===== config.mk =====
export PLATFORM = sky130hd
export DESIGN_NAME = stuck_clk_monitor
export DESIGN_NICKNAME = d
export VERILOG_FILES = /design/src/rtl/stuck_clk_pkg.sv /design/src/rtl/scm_sync.sv /design/src/rtl/scm_edge.sv /design/src/rtl/scm_timer.sv /design/src/rtl/stuck_clk_monitor.sv
export SDC_FILE = /design/constraint.sdc
export NUM_CORES = 1
export LEC_CHECK = 0
export CAP_MARGIN = 20
export CORE_UTILIZATION = 55
export DETAILED_ROUTE_END_ITERATION = 10
export PLACE_DENSITY = 0.89
export SLEW_MARGIN = 25
export SYNTH_ARGS = -nofsm -noshare
export SYNTH_HDL_FRONTEND = slang
export SYNTH_SLANG_ARGS = --single-unit

===== constraint.sdc =====
create_clock -name clk_ref -period 3.58 [get_ports clk_ref]
set_input_delay 0.716 -clock clk_ref [delete_from_list [all_inputs] [get_ports clk_ref]]
set_output_delay 0.716 -clock clk_ref [all_outputs]
set_load 0.1 [all_outputs]

===== src/rtl/stuck_clk_pkg.sv =====
package stuck_clk_pkg;

  // Reference cycles spanned by a time limit, given the reference rate in MHz.
  function automatic int unsigned limit_cycles(input int unsigned ref_mhz,
                                               input int unsigned limit_us);
    return ref_mhz * limit_us;
  endfunction

  // Per-request enables grouped as one bundle.
  typedef struct packed {
    logic irq;
    logic wake;
    logic rst;
  } req_en_t;

endpackage


===== src/rtl/scm_sync.sv =====
module scm_sync #(
  parameter int unsigned STAGES = 2
) (
  input  logic clk,
  input  logic rst_n,
  input  logic d,
  output logic q
);

  logic [STAGES-1:0] stg_q;
  logic [STAGES-1:0] stg_d;

  for (genvar i = 0; i < STAGES; i++) begin : g_stage
    if (i == 0) begin : g_first
      assign stg_d[i] = d;
    end else begin : g_next
      assign stg_d[i] = stg_q[i-1];
    end
  end

  always_ff @(posedge clk or negedge rst_n) begin
    if (!rst_n) stg_q <= '0;
    else        stg_q <= stg_d;
  end

  assign q = stg_q[STAGES-1];

endmodule


===== src/rtl/scm_edge.sv =====
module scm_edge (
  input  logic clk,
  input  logic rst_n,
  input  logic lvl,
  output logic toggled
);

  logic prev_q;

  always_ff @(posedge clk or negedge rst_n) begin
    if (!rst_n) prev_q <= 1'b0;
    else        prev_q <= lvl;
  end

  // Either polarity of change counts as activity.
  assign toggled = lvl ^ prev_q;

endmodule


===== src/rtl/scm_timer.sv =====
module scm_timer #(
  parameter int unsigned LIMIT = 12500,
  localparam int unsigned CNT_W = $clog2(LIMIT + 1)
) (
  input  logic             clk,
  input  logic             rst_n,
  input  logic             run,
  input  logic             restart,
  output logic [CNT_W-1:0] cnt,
  output logic             expired
);

  localparam logic [CNT_W-1:0] LIMIT_V = CNT_W'(LIMIT);

  logic [CNT_W-1:0] cnt_q;
  logic [CNT_W-1:0] cnt_d;

  always_comb begin
    cnt_d = cnt_q;
    if (!run || restart)    cnt_d = '0;
    else if (cnt_q != LIMIT_V) cnt_d = cnt_q + 1'b1;
  end

  always_ff @(posedge clk or negedge rst_n) begin
    if (!rst_n) cnt_q <= '0;
    else        cnt_q <= cnt_d;
  end

  assign cnt     = cnt_q;
  assign expired = (cnt_q == LIMIT_V);

endmodule


===== src/rtl/stuck_clk_monitor.sv =====
module stuck_clk_monitor
  import stuck_clk_pkg::*;
#(
  parameter int unsigned REF_MHZ     = 125,
  parameter int unsigned LIMIT_US    = 100,
  parameter int unsigned TIMEOUT_CYC = limit_cycles(REF_MHZ, LIMIT_US),
  parameter int unsigned SYNC_STAGES = 2
) (
  input  logic clk_ref,
  input  logic rst_ref_n,
  input  logic det_en,
  input  logic watch_clk,
  input  logic fail_clr,
  input  logic irq_en,
  input  logic wake_en,
  input  logic rst_en,
  output logic fail_flag,
  output logic irq_req,
  output logic wake_req,
  output logic rst_req
);

  localparam int unsigned CNT_W = $clog2(TIMEOUT_CYC + 1);

  req_en_t          req_en;
  logic             watch_sync;
  logic             watch_edge;
  logic [CNT_W-1:0] tmr_cnt;
  logic             tmr_expired;
  logic             fail_set;
  logic             flag_q;
  logic             flag_d;
  logic             rst_pulse_q;
  logic             rst_pulse_d;

  assign req_en = '{irq: irq_en, wake: wake_en, rst: rst_en};

  scm_sync #(.STAGES(SYNC_STAGES)) i_sync (
    .clk   (clk_ref),
    .rst_n (rst_ref_n),
    .d     (watch_clk),
    .q     (watch_sync)
  );

  scm_edge i_edge (
    .clk     (clk_ref),
    .rst_n   (rst_ref_n),
    .lvl     (watch_sync),
    .toggled (watch_edge)
  );

  scm_timer #(.LIMIT(TIMEOUT_CYC)) i_timer (
    .clk     (clk_ref),
    .rst_n   (rst_ref_n),
    .run     (det_en),
    .restart (watch_edge),
    .cnt     (tmr_cnt),
    .expired (tmr_expired)
  );

  // Next-state: clear wins over a fresh detection.
  always_comb begin
    fail_set    = det_en & tmr_expired;
    flag_d      = fail_clr ? 1'b0 : (flag_q | fail_set);
    rst_pulse_d = req_en.rst & flag_d & ~flag_q;
  end

  always_ff @(posedge clk_ref or negedge rst_ref_n) begin
    if (!rst_ref_n) begin
      flag_q      <= 1'b0;
      rst_pulse_q <= 1'b0;
    end else begin
      flag_q      <= flag_d;
      rst_pulse_q <= rst_pulse_d;
    end
  end

  assign fail_flag = flag_q;
  assign irq_req   = flag_q & req_en.irq;
  assign wake_req  = flag_q & req_en.wake;
  assign rst_req   = rst_pulse_q;

endmodule


After elaboration in Yosys (flattened, before gate mapping)
Cells that the tools add are included.
- add/subtract/negate cells: 1
- equality and inequality tests: 2
- multiplexer cells: 3
- bitwise gates (word level): 8
- reduce and logical (&&, ||, !) cells: 3
- operators with widths (operator ; count):
    $mux 14 ; 2
    $add 14x1->14 const B ; 1
    $eq 14x14->1 const B ; 1
    $ne 14x14->1 const B ; 1
    $and 1x1->1 ; 5
    $reduce_bool 2->1 ; 1
    $logic_not 1->1 ; 1
    $logic_or 1x1->1 ; 1
    $mux 1 ; 1
    $not 1->1 ; 1
    $or 1x1->1 ; 1
    $xor 1x1->1 ; 1
- bits in registers: 19
- bits of input ports: 8
- output and inout port bits: 4
- logic and storage cells: 22

Depth between registers and ports, before layout
- depth after elaboration: 6
- mapped depth: 7
- gate-level depth less buffers: 6

Hierarchy
A second synthesis with hierarchy kept.
- cell total of the unflattened synthesis: 91
- area total of the unflattened synthesis: 930.9 µm²
- modules (own cells, without submodules) (module ; instances ; cells each ; area an instance (µm²) ; sequential area each (µm²)):
    scm_timer ; 1 ; 79 ; 763.2 ; 350.3
    stuck_clk_monitor ; 1 ; 8 ; 83.8 ; 50.0
    scm_sync ; 1 ; 2 ; 50.0 ; 50.0
    scm_edge ; 1 ; 2 ; 33.8 ; 25.0

Worst setup path before layout
No wires, ideal clock.
- kind: register -> output
- from: reg flag_q, in the netlist fail_flag
- to: out wake_req
- arrival: 1807 ps
- data required time: 2864 ps
- setup slack: 1057 ps
- cell stages (with the launch flop): 2
- path buffers: 0
- cells stage by stage: dfrtp_1 -> and2_1
- cells in the longest elaborated chain, start to end: 1
- RTL lines (what ; line ; source):
    start, declared ; stuck_clk_monitor.sv:31 ; logic flag_q;
    start signal, assigned ; stuck_clk_monitor.sv:73 ; flag_q <= flag_d;
    $and 1x1->1 ; stuck_clk_monitor.sv:80 ; assign wake_req = flag_q & req_en.wake;
    end, declared ; stuck_clk_monitor.sv:19 ; output logic wake_req,
No other way between the ends.

Worst setup path after layout
- from: reg flag_q, in the netlist fail_flag
- to: out fail_flag
- RTL lines (what ; line ; source):
    end, declared ; stuck_clk_monitor.sv:17 ; output logic fail_flag,
No word-level cell between the ends.

==> metrics.md <==
| Metric | Value |
|---|---|
| Initial Util | 60.02% |
| Slew @ Worst Pin | a little under 1000 ps |
| Pre-antenna DRT Iters | 4 |
| Final design utilization | between 60% and 70% |
| Critical R2R Launch | i_sync.stg_q[1]$_DFF_PN0_ |
| Hold WS | roughly 370 ps |
| CP required | approximately 2900 ps |
| Final setup viols | 0 |
| Yosys top cell area share | 51.98% |
| Most used DFF post-synth | dfrtp_1 |
| WHS Path Cells | 0 |
| First-pass GRT wire length | about 2.8 mm |
| Final RePlAce weighted congestion | between 0.8 and 0.9 |
| Highest-delay cell along the critical path | clkdlybuf4s50_1 |
| Reg2Reg Setup Slack | 1940 ps |
| Die Width | approximately 43 um |
| Port bufs | 11 |
| Worst Hold Class | register to register |
| GRT Total Usage | around a fifth |
| Placed cell count | between 100 and 150 |
| CP endpoint kind | primary output |
| Diode count | 0 |
| Antenna violations before repair | 0 |
| Worst path depth | 1 |
| Crit path buf inv count | 1 |
| Leakage | ~0.46 nW |
| Clock latency on the worst-skew pair | slightly above 300 ps |
| Core Area | around 1500 um2 |
| Psw | roughly 0.086 mW |
| Critical path type | register to primary output |
| Total CTS buffers | 3 |
| Slew HR | 35.43% |
| CTS tree | yes |
| Synth area leaders | dfrtp_1 (52%), xor2_1 (7.7%), nor2_1 (4.9%) |
| Vias | 653 |
| GRT overflow | 0 |
| Clock root cell | clkbuf_4 |
| Syn Area/Cell | just over 10 um2 |
| Antenna-violating nets left | 0 |
| Commonest cells in the netlist | dfrtp_1 (19), nor2_1 (12), xor2_1 (8), nand2_1 (7), and2_1 (5) |
| Max-cap violations | 0 |
| Post-cts sizing count | 0 |
| Syn_nets | 99 |
| Slew Limit Fails | 0 |
| CTS Hold Buffers Added | 0 |
| Clock transition at path regs | around 120 ps |
| Clock Path Buffers | 2 |
| Vias/cell | about 5.6 |
| Fin cells | between 100 and 150 |
| Sw Share | 24.19% |
| Unique masters post-synth | 26 |
| Crit share post-route | approximately 73% |
| Critical Path Max Stage Delay | about 1200 ps |
| Pwr Density | between 300 and 400 nW/um2 |
| Crit-path max FO | 5 |
| Peak supply drop | between 0.0002 and 0.0003 V |
| Status | completed |
| # H-tree levels | 1 |
| Die H | approximately 43 um |
| Register area share after synthesis | 51.98% |
| Layout Area Growth over Synthesis | 14.09% |
| Nets | around 110 |
| Pwr Total | approximately 0.36 mW |
| Leading area contributor after synthesis | dfrtp_1 |
| Die area | between 1500 and 2000 um2 |
| IO Count | 12 |
| Clock power share | a little under a third |
| Ys async rst share | 100.0% |
| RSZ-0062 raised after global routing | no |
| F_max | a little under 400 MHz |
| Int Pwr | ~0.27 mW |
| Vias in the first global route | roughly 670 |
| Wire per inst | 14.09 um |
| Setup_tns | 0 ps |
| Rows | 14 |
| Worst reg2reg path depth | 4 |
| Clk sink count | 19 |
| EDFF count, synth | 0 |
| Worst Setup EP | fail_flag |
| Post-DP HPWL | around 1.2 mm |
| Synthesized instance count | between 80 and 90 |
| Cell chain of the critical path | clkdlybuf4s50_1 |
| Crit path from | fail_flag$_DFF_PN0_ |
| DRT Wirelength | between 1.5 and 2 mm |
| Mapped Area | roughly 910 um2 |
| DRT iter0 DRCs | 13 |
| Fill count | about 120 |
| Reg-to-reg endpoint | i_timer.cnt[10]$_DFFE_PN0P_ |
| Final hold violation count | 0 |
| YS warnings | 0 |
| Combinational Power Share | 6.9% |
| Sequential share of power | 61.5% |
| Worst EP arrival | between 1500 and 2000 ps |
| FF+latch count, synth | 19 |
| Setup Buffers After CTS | 0 |
| Count leader, synth | dfrtp_1 |
| Setup Skew | between 9 and 10 ps |
| Largest net degree at the start of global routing | 20 |
| Share of layout cells above drive strength 1 | 8.000% |
| Delay-heaviest family, CP | buffers and inverters |
| CP Launch Type | register |
| Min cycle time layout | between 2000 and 3000 ps |
| DRC violations left | 0 |
[cells in the final DEF (no fill, tap or decap), types with 2 or more instances in the layout]
| cell | n |
|---|---|
| clkdlybuf4s50_1 | 9 |
| dfrtp_1 | 19 |
| and3_1 | 2 |
| nand3_1 | 4 |
| o211ai_1 | 2 |
| nand4_1 | 4 |
| nor2_1 | 12 |
| ha_1 | 2 |
| nand2_1 | 7 |
| or3_1 | 2 |
| and2_1 | 5 |
| clkbuf_4 | 3 |
| buf_4 | 2 |
| xnor2_1 | 2 |
| a21oi_1 | 3 |
| inv_1 | 3 |
| xor2_1 | 8 |
| and4_2 | 2 |
[routing by layer]
metal  wire length (um)  vias up  track usage (%)
li1                   -      327                -
met1                767      314            27.35
met2                805        9            34.24
met3                 35        3            3.830
met4                 25        0            7.500
met5                  0        -                0
[worst min-delay path by stage]
stage,from,to,slack (ps)
after floorplan,i_sync.stg_q[0]$_DFF_PN0_,i_sync.stg_q[1]$_DFF_PN0_,330
after global placement,i_sync.stg_q[0]$_DFF_PN0_,i_sync.stg_q[1]$_DFF_PN0_,340
after detailed placement,i_sync.stg_q[0]$_DFF_PN0_,i_sync.stg_q[1]$_DFF_PN0_,340
after CTS,i_sync.stg_q[0]$_DFF_PN0_,i_sync.stg_q[1]$_DFF_PN0_,370
after global routing,i_sync.stg_q[0]$_DFF_PN0_,i_sync.stg_q[1]$_DFF_PN0_,380
final,i_sync.stg_q[0]$_DFF_PN0_,i_sync.stg_q[1]$_DFF_PN0_,370
[area by class of cell]
| cell class | instances | area [um2] | share of cell area [%] |
|---|---|---|---|
| Clock buffer | 3 | 22.52 | 2.158 |
| Clock inverter | 1 | 5.005 | 0.4796 |
| Inverter | 3 | 11.26 | 1.079 |
| Multi-Input combinational cell | 63 | 404.1 | 38.73 |
| Sequential cell | 19 | 475.5 | 45.56 |
| Tap cell | 16 | 20.02 | 1.918 |
| Timing Repair Buffer | 11 | 105.1 | 10.07 |
[power by group through the flow]
stage / Clock (mW) / Combinational [mW] / Sequential [mW]
after floorplan: 0 / 0.0102 / 0.224
after global placement: 0 / 0.0240 / 0.224
after detailed placement: 0 / 0.0248 / 0.224
after CTS: 0.113 / 0.0249 / 0.220
after global routing: 0.120 / 0.0276 / 0.220
final: 0.113 / 0.0246 / 0.220
[registers in the layout, summed over array words and instances, names as in the netlist]
register and cells:
i_sync.stg_q 2, fail_flag 1, rst_req 1, i_edge.prev_q 1, i_timer.cnt 14
[cells by family (layout without fill, tap and decap cells)]
| family | Yosys count | in the layout | synth area share, % |
|---|---|---|---|
| multiplexers | 1 | 1 | 1.094 |
| AND/OR/NAND/NOR | 43 | 43 | 26.13 |
| buffers and inverters | 7 | 18 | 3.830 |
| XOR/XNOR | 10 | 10 | 9.577 |
| flip-flops | 19 | 19 | 51.98 |
| AO/OA/AOI/OAI | 7 | 7 | 4.650 |
| adder cells (fa/ha/maj) | 2 | 2 | 2.736 |
[stage by stage]
stage	area [um2]	setup slack [ps]
finish	1044	984.1
global placement	1016	1310
global route	1044	955.4
floorplan	914.6	1057
CTS	1044	985.1
detailed placement	1016	1260
(Power assumes the default switching activity.)
